[src/rtl/mii10_pkg.sv]
`timescale 1ns/1ps
package mii10_pkg;
   typedef enum logic [1:0] {
      RX_IDLE     = 2'd0,
      RX_CARRIER  = 2'd1,
      RX_DATA     = 2'd2,
      RX_LINKDOWN = 2'd3
   } rx_state_e;

   typedef enum logic {
      SEL_FOLLOW = 1'b0,
      SEL_PARK   = 1'b1
   } sel_phase_e;
endpackage

[src/rtl/mii10_sync.sv]
`timescale 1ns/1ps
// Multi-stage level synchronizer for one asynchronous input.
module mii10_sync #(
   parameter int STAGES = 2
) (
   input  logic clk,
   input  logic rst_n,
   input  logic d,
   output logic q
);
   if (STAGES < 2) begin : g_bad_stages
      $error("mii10_sync: STAGES must be at least 2");
   end

   logic [STAGES-1:0] chain;

   for (genvar i = 0; i < STAGES; i++) begin : g_stage
      if (i == 0) begin : g_first
         always_ff @(posedge clk or negedge rst_n) begin
            if (!rst_n) chain[0] <= 1'b0;
            else        chain[0] <= d;
         end
      end else begin : g_next
         always_ff @(posedge clk or negedge rst_n) begin
            if (!rst_n) chain[i] <= 1'b0;
            else        chain[i] <= chain[i-1];
         end
      end
   end

   assign q = chain[STAGES-1];
endmodule

[src/rtl/mii10_clk_sel.sv]
`timescale 1ns/1ps
// Runt-free selector between two sampled clock levels.
// A change of source first lets the current source fall, then holds the
// output low until the target source itself falls, then follows the target.
// MIN_PHASE must not exceed the shorter source half-period in clk cycles.
module mii10_clk_sel #(
   parameter int MIN_PHASE = 4
) (
   input  logic clk,
   input  logic rst_n,
   input  logic tx_lvl,
   input  logic rec_lvl,
   input  logic want_rec,
   output logic rxclk,
   output logic on_rec
);
   import mii10_pkg::*;

   localparam int CNT_W = $clog2(MIN_PHASE + 1) + 1;

   if (MIN_PHASE < 1) begin : g_bad_min
      $error("mii10_clk_sel: MIN_PHASE must be positive");
   end

   sel_phase_e phase_q;
   logic       cur_rec_q;
   logic       out_q;
   logic       tx_p_q, rec_p_q;
   logic       cur_src, tgt_src, tgt_prev;

   assign cur_src  = cur_rec_q ? rec_lvl : tx_lvl;
   assign tgt_src  = want_rec  ? rec_lvl : tx_lvl;
   assign tgt_prev = want_rec  ? rec_p_q : tx_p_q;

   always_ff @(posedge clk or negedge rst_n) begin
      if (!rst_n) begin
         tx_p_q  <= 1'b0;
         rec_p_q <= 1'b0;
      end else begin
         tx_p_q  <= tx_lvl;
         rec_p_q <= rec_lvl;
      end
   end

   // Reset parks on the transmit clock so the first phase is whole.
   always_ff @(posedge clk or negedge rst_n) begin
      if (!rst_n) begin
         phase_q   <= SEL_PARK;
         cur_rec_q <= 1'b0;
         out_q     <= 1'b0;
      end else begin
         unique case (phase_q)
            SEL_FOLLOW: begin
               out_q <= cur_src;
               if ((want_rec != cur_rec_q) && !cur_src) phase_q <= SEL_PARK;
            end
            SEL_PARK: begin
               out_q <= 1'b0;
               if (tgt_prev && !tgt_src) begin
                  cur_rec_q <= want_rec;
                  phase_q   <= SEL_FOLLOW;
               end
            end
            default: phase_q <= SEL_PARK;
         endcase
      end
   end

   assign rxclk  = out_q;
   assign on_rec = cur_rec_q && (phase_q == SEL_FOLLOW);

   // Phase-length watch: a counter replaces any long $past window.
   logic [CNT_W-1:0] hold_cnt;
   logic             out_prev_q;
   logic             seen_q;

   always_ff @(posedge clk or negedge rst_n) begin
      if (!rst_n) begin
         hold_cnt   <= '0;
         out_prev_q <= 1'b0;
         seen_q     <= 1'b0;
      end else begin
         out_prev_q <= out_q;
         if (out_q != out_prev_q) begin
            hold_cnt <= CNT_W'(1);
            seen_q   <= 1'b1;
         end else if (hold_cnt != {CNT_W{1'b1}}) begin
            hold_cnt <= hold_cnt + CNT_W'(1);
         end
      end
   end


   min_phase_chk: assert property (@(posedge clk) disable iff (!rst_n)
      (seen_q && (out_q != out_prev_q)) |-> (hold_cnt >= CNT_W'(MIN_PHASE)));


   park_low_chk: assert property (@(posedge clk) disable iff (!rst_n)
      (phase_q == SEL_PARK) && $past(phase_q == SEL_PARK) |-> !out_q);
endmodule

[src/rtl/mii10_rx_ctl.sv]
`timescale 1ns/1ps
// Receive sequencing: carrier, data-valid and nibble launch.
module mii10_rx_ctl #(
   parameter int NIB_W = 4
) (
   input  logic             clk,
   input  logic             rst_n,
   input  logic             squelch_ok,
   input  logic             sop,
   input  logic             eop,
   input  logic             rec_lock,
   input  logic             link_fail,
   input  logic [NIB_W-1:0] dec_nib,
   input  logic             fall_evt,
   input  logic             on_rec,
   output logic             crs,
   output logic             want_rec,
   output logic             rxdv,
   output logic [NIB_W-1:0] rxd
);
   import mii10_pkg::*;

   rx_state_e        st_q, st_d;
   logic             rxdv_q;
   logic [NIB_W-1:0] rxd_q;

   // Priority: link failure, then end or squelch loss, then lock.
   always_comb begin
      st_d = st_q;
      if (link_fail) begin
         st_d = RX_LINKDOWN;
      end else begin
         unique case (st_q)
            RX_IDLE:     if (squelch_ok && sop && !eop) st_d = RX_CARRIER;
            RX_CARRIER: begin
               if (eop || !squelch_ok) st_d = RX_IDLE;
               else if (rec_lock)      st_d = RX_DATA;
            end
            RX_DATA:     if (eop || !squelch_ok) st_d = RX_IDLE;
            RX_LINKDOWN: st_d = RX_IDLE;
            default:     st_d = RX_IDLE;
         endcase
      end
   end

   always_ff @(posedge clk or negedge rst_n) begin
      if (!rst_n) st_q <= RX_IDLE;
      else        st_q <= st_d;
   end

   // Valid and nibble clear on the same edge the state leaves DATA,
   // so they never outlive carrier.
   always_ff @(posedge clk or negedge rst_n) begin
      if (!rst_n) begin
         rxdv_q <= 1'b0;
         rxd_q  <= '0;
      end else if (st_d != RX_DATA) begin
         rxdv_q <= 1'b0;
         rxd_q  <= '0;
      end else if (fall_evt && on_rec) begin
         rxdv_q <= 1'b1;
         rxd_q  <= dec_nib;
      end
   end

   assign crs      = (st_q == RX_CARRIER) || (st_q == RX_DATA);
   assign want_rec = (st_q == RX_DATA);
   assign rxdv     = rxdv_q;
   assign rxd      = rxd_q;


   carrier_no_dv_chk: assert property (@(posedge clk) disable iff (!rst_n)
      (st_q == RX_CARRIER) |-> !rxdv_q);


   sop_eop_idle_chk: assert property (@(posedge clk) disable iff (!rst_n)
      ((st_q == RX_IDLE) && sop && eop) |=> !crs);


   dv_needs_lock_chk: assert property (@(posedge clk) disable iff (!rst_n)
      $rose(rxdv_q) |-> (st_q == RX_DATA) && $past(st_q == RX_DATA));
endmodule

[src/rtl/mii10_rx_seq.sv]
`timescale 1ns/1ps
// 10 Mb/s MII receive sequencer, top level.
module mii10_rx_seq #(
   parameter int NIB_W       = 4,
   parameter int SYNC_STAGES = 2,
   parameter int MIN_PHASE   = 4
) (
   input  logic             clk,
   input  logic             rst_n,
   input  logic             tx_clk,
   input  logic             rec_clk,
   input  logic             squelch_ok,
   input  logic             sop,
   input  logic             eop,
   input  logic             rec_lock,
   input  logic             link_fail,
   input  logic [NIB_W-1:0] dec_nib,
   input  logic             tx_er,
   output logic             rxclk,
   output logic [NIB_W-1:0] rxd,
   output logic             crs,
   output logic             rxdv,
   output logic             rxer
);
   localparam int N_SRC = 2;

   if (NIB_W < 1) begin : g_bad_width
      $error("mii10_rx_seq: NIB_W must be positive");
   end
   if (SYNC_STAGES < 2) begin : g_bad_sync
      $error("mii10_rx_seq: SYNC_STAGES must be at least 2");
   end

   logic [N_SRC-1:0] src_raw, src_lvl;
   logic             want_rec, on_rec, rxclk_i, rxclk_prev_q, fall_evt;
   logic             unused_tx_er;

   assign src_raw      = {rec_clk, tx_clk};
   assign unused_tx_er = tx_er;

   for (genvar s = 0; s < N_SRC; s++) begin : g_src
      mii10_sync #(.STAGES(SYNC_STAGES)) u_sync (
         .clk   (clk),
         .rst_n (rst_n),
         .d     (src_raw[s]),
         .q     (src_lvl[s])
      );
   end

   mii10_clk_sel #(.MIN_PHASE(MIN_PHASE)) u_sel (
      .clk      (clk),
      .rst_n    (rst_n),
      .tx_lvl   (src_lvl[0]),
      .rec_lvl  (src_lvl[1]),
      .want_rec (want_rec),
      .rxclk    (rxclk_i),
      .on_rec   (on_rec)
   );

   always_ff @(posedge clk or negedge rst_n) begin
      if (!rst_n) rxclk_prev_q <= 1'b0;
      else        rxclk_prev_q <= rxclk_i;
   end
   assign fall_evt = rxclk_prev_q && !rxclk_i;

   mii10_rx_ctl #(.NIB_W(NIB_W)) u_ctl (
      .clk        (clk),
      .rst_n      (rst_n),
      .squelch_ok (squelch_ok),
      .sop        (sop),
      .eop        (eop),
      .rec_lock   (rec_lock),
      .link_fail  (link_fail),
      .dec_nib    (dec_nib),
      .fall_evt   (fall_evt),
      .on_rec     (on_rec),
      .crs        (crs),
      .want_rec   (want_rec),
      .rxdv       (rxdv),
      .rxd        (rxd)
   );

   assign rxclk = rxclk_i;
   assign rxer  = 1'b0;


   dv_within_crs_chk: assert property (@(posedge clk) disable iff (!rst_n)
      rxdv |-> crs);


   link_block_chk: assert property (@(posedge clk) disable iff (!rst_n)
      link_fail |=> (!crs && !rxdv));


   eop_clear_chk: assert property (@(posedge clk) disable iff (!rst_n)
      eop |=> (!crs && !rxdv && (rxd == '0)));


   squelch_drop_chk: assert property (@(posedge clk) disable iff (!rst_n)
      !squelch_ok |=> (!crs && !rxdv));


   dv_rise_low_chk: assert property (@(posedge clk) disable iff (!rst_n)
      $rose(rxdv) |-> !rxclk);


   nib_on_fall_chk: assert property (@(posedge clk) disable iff (!rst_n)
      (rxdv && $past(rxdv) && !$stable(rxd)) |-> ($past(rxclk, 2) && !$past(rxclk)));
endmodule

[config.mk]
export PLATFORM = sky130hd
export DESIGN_NAME = mii10_rx_seq
export DESIGN_NICKNAME = d
export VERILOG_FILES = /design/src/rtl/mii10_pkg.sv /design/src/rtl/mii10_sync.sv /design/src/rtl/mii10_clk_sel.sv /design/src/rtl/mii10_rx_ctl.sv /design/src/rtl/mii10_rx_seq.sv
export SDC_FILE = /design/constraint.sdc
export NUM_CORES = 1
export LEC_CHECK = 0
export CORE_UTILIZATION = 45
export DETAILED_ROUTE_END_ITERATION = 7
export DONT_BUFFER_PORTS = 1
export HOLD_SLACK_MARGIN = 0.08
export PLACE_DENSITY = 0.66
export SLEW_MARGIN = 0
export SYNTH_ARGS = -nofsm -noshare
export SYNTH_HDL_FRONTEND = slang
export SYNTH_SLANG_ARGS = --single-unit
[constraint.sdc]
create_clock -name clk -period 3.5 [get_ports clk]
set_input_delay 0.35 -clock clk [delete_from_list [all_inputs] [get_ports clk]]
set_output_delay 0.35 -clock clk [all_outputs]
set_load 0.005 [all_outputs]
==> results <==
- The run finished with clean final reports.
- The die is 42.0 um wide.
- The startpoint class of the critical path is a register.
- The combinational family with the most area after synthesis is simple AND/OR/NAND/NOR gates.
- The core outline area is 1510 sq um.
- Synthesis produced a netlist whose cell count is 59.
- The synthesized netlist devotes 5.22% of its cell area to adder and majority cells.
- The number of gates resized after cts is 0.
- The first global-routing pass estimated 1.84 mm of wire.
- The boundary pin count is 22.
- The die is 42.0 um tall.
- The detail route stage leaves a number of antenna-violating nets equal to 0.
- The critical path capture point type is a register.
- The maximum number of pins on one net before global-route repair is 18.
- The final routed DRC violation total is 0.
- The smallest setup slack after layout is 1.89 ns.
- The clock reaches the later pin of the worst-skew pair after 0.28 ns.
- Routability-driven placement finished with a final weighted congestion of 0.743.
- The mux contribution to synthesized area is 8.52%.
- The via count of the first global-routing pass came to 440.
- For this run, the total global-route usage over all layers was measured as 14.1%.
- Clock skew on the completed layout was measured at 0.00772 ns.
- For the pin with the worst max-slew slack, the measured transition is 0.702 ns.
- The growth of design area from synthesis to finish is 8.87%.
- The synthesized net count is 76.
- Among all flip-flop cells after synthesis, the most frequent one is sky130_fd_sc_hd__dfrtp_1.
- The per-cell routed wire length is 13.0 um.
- The number of clock buffers inserted by TritonCTS is 3.
- In this run the mean area of a mapped cell was 12.2 sq um.
- The number of clock sinks seen by CTS is 17.
- The worst setup path is of the register to register kind.
- Setup total negative slack on the finished layout was measured at 0 ns.
- The upper clock frequency limit is 621 MHz.
- The arrival time of data at the critical path endpoint is 1.77 ns.
- The number of antenna violations at the first check in global routing was 0.
- Setup violations remaining at the end of the flow were counted as 0.
- The overall die area is 1760 sq um.
- In this run the worst path has a maximum fanout of 7.
- The leading cell type in the layout, fill and taps excluded is sky130_fd_sc_hd__dfrtp_1.
- The number of antenna diodes in the final layout is 0.
- The power per cell area is 522 nW/um^2.
- The final net count is 82.
- In this run the static leakage power is 0.000341 uW.
- The XOR/XNOR share of the synthesized area is 0%.
- The share of the yosys chip area belonging to registers is 59.3%.
- The post-synthesis compound-gate area fraction is 9.22%.
- The count of state elements after synthesis is 17.
- The detailed router finished its first iteration with 6 violations.
- The distinct cell type count after synthesis is 25.
- The clock tree from TritonCTS is built.
- The total global routing overflow is 0.
- For this configuration, the core starts out at a cell density of 47.8%.
- The time the worst path needs with I/O delays and setup is 1.61 ns.
- After detailed routing, the total wire length is 1.04 mm.
- The path class of the tightest hold or removal check is input pin to register.
- Summed over all nets, the half-perimeter wirelength after detailed placement is 760 um.
- Across all layers, the routed design uses 450 vias.
- The fraction of registers with async set/reset is 100%.
- Max-cap violations in this run came to 0.
- The post-route netlist has 10.9% of its cells at a drive strength greater than 1.
- The number of slew-limit violations in the final report is 0.
- The worst pin sits at a relative slew slack of 53.0%.
- The number of enable flip-flop cells after synthesis is 0.
- The tree is rooted in a sky130_fd_sc_hd__clkbuf_4.
- The maximum vdd drop is 264 uV.
- Summing every instance area after synthesis gives 719 sq um.
- In the layout the commonest cells are sky130_fd_sc_hd__dfrtp_1 (16), sky130_fd_sc_hd__mux2i_1 (5), sky130_fd_sc_hd__nor3_1 (5).
- The count of buffers added on input and output ports is 0.
- No sink is reached through more buffers than the 2 on the longest clock path.
- The share of the cycle needed by the critical path after routing is 46.0%.
- Before CTS, the worst setup slack after placement is 1.91 ns.
- The number of optimization iterations in the first detailed-route pass is 4.
- The number of standard-cell rows in the floorplan is 14.
- The clock transition at the register clock pins on the worst setup and hold paths after CTS is 0.09 ns.
- In this run the number of H-tree levels came out at 1.
- The final hold violation count is 0.
- Setup repair after global routing left no endpoint under its margin.
- The count of synthesis-stage warnings from yosys is 0.
- At the worst endpoint, the required time is 3.65 ns.
- In the routed layout, each cell is associated on average with a via count of 5.63.
- The synthesized-area fraction occupied by and/or/nand/nor cells is 13.4%.
==> Yosys cell counts (all sizes together) (2+ instances only) <==
cell type	n	share of area [%]
nand3	2	1.4
nor3	5	3.5
dfrtp	16	56
inv	4	2.1
buf	2	1.7
ha	3	5.2
a21oi	3	2.1
nor2	3	1.6
nor2b	2	2.1
mux2i	5	7.0
nand2	2	1.0
==> layout make-up <==
class	count	area, sq um
clock buffers	4	26.3
fillers	133	723
inverters	4	15.0
multi-input cells	36	265
flip-flops and latches	17	427
well taps	16	20.0
repair buffers	3	30.0
==> logic make-up after synthesis <==
logic type / count (synthesis)
simple gates: 17
flops: 17
compound gates: 9
buf+inv: 6
mux: 6
fa+ha+maj: 3
other cells: 1
==> per-layer routing <==
metal / up-vias / wire length, um / GRT usage (%)
li1: 215 / - / -
met1: 223 / 468 / 17.9
met2: 10 / 523 / 20.0
met3: 2 / 40 / 3.88
met4: 0 / 8 / 11.6
met5: - / 0 / 0
==> flip-flops by register name, summed over array words and instances, names as in the netlist <==
register / count
u_ctl.rxd: 4
g_src.u_sync.chain: 2
g_src.u_sync.q: 2
u_ctl.st_q: 2
rxclk_prev_q: 1
u_ctl.rxdv: 1
u_sel.cur_rec_q: 1
u_sel.phase_q: 1
u_sel.rec_p_q: 1
u_sel.rxclk: 1
u_sel.tx_p_q: 1
==> stage by stage <==
stage	area (sq um)	utilization, %	instances	power (uW)	hold slack [ns]
6_report	783	52.0	80	409	0.278
5_1_grt	783	52.0	80	434	0.267
4_1_cts	763	50.7	78	414	0.0838
3_5_place_dp	727	48.3	73	311	0.0546
3_3_place_gp	727	48.3	73	310	0.0546
2_1_floorplan	719	-	59	299	0.0544
==> worst max-delay path: stages, from the launching register on <==
cell                      delay (ns)
sky130_fd_sc_hd__dfrtp_1        0.40
sky130_fd_sc_hd__inv_1          0.08
sky130_fd_sc_hd__ha_1           0.29
sky130_fd_sc_hd__o32ai_2        0.31
sky130_fd_sc_hd__nand2_1        0.09
sky130_fd_sc_hd__mux2_1         0.32
==> worst paths after layout <==
path | start | to | slack (ns) | depth (start not counted)
worst max-delay path | u_ctl.st_q[0]$_DFF_PN0_ | u_sel.cur_rec_q$_DFFE_PN0P_ | 1.89 | 5
worst min-delay path | dec_nib[0] | u_ctl.rxd[0]$_DFFE_PN0P_ | 0.28 | 2
worst max register to register | u_ctl.st_q[0]$_DFF_PN0_ | u_sel.cur_rec_q$_DFFE_PN0P_ | 1.89 | 5
worst min register to register | g_src[1].u_sync.chain[0]$_DFF_PN0_ | g_src[1].u_sync.q$_DFF_PN0_ | 0.36 | 0
max in group asynchronous | rst_n | g_src[0].u_sync.chain[0]$_DFF_PN0_ | 2.50 | 1
min in group asynchronous | rst_n | u_sel.rec_p_q$_DFF_PN0_ | 0.56 | 1
==> repair_timing <==
| item | 4_1_cts | 5_1_grt |
|---|---|---|
| buffers inserted | 0 | 0 |
| hold buffers | 1 | 2 |
| hold endpoints to repair | 17 | 2 |
==> power breakdown <==
part           leakage, uW  switching, uW  internal [uW]
clock network    0.0000150           51.6           44.1
logic             0.000115           29.5           31.3
registers         0.000212           24.5            228
total             0.000341            106            303
No activity file was read; power rests on OpenSTA's default activity.
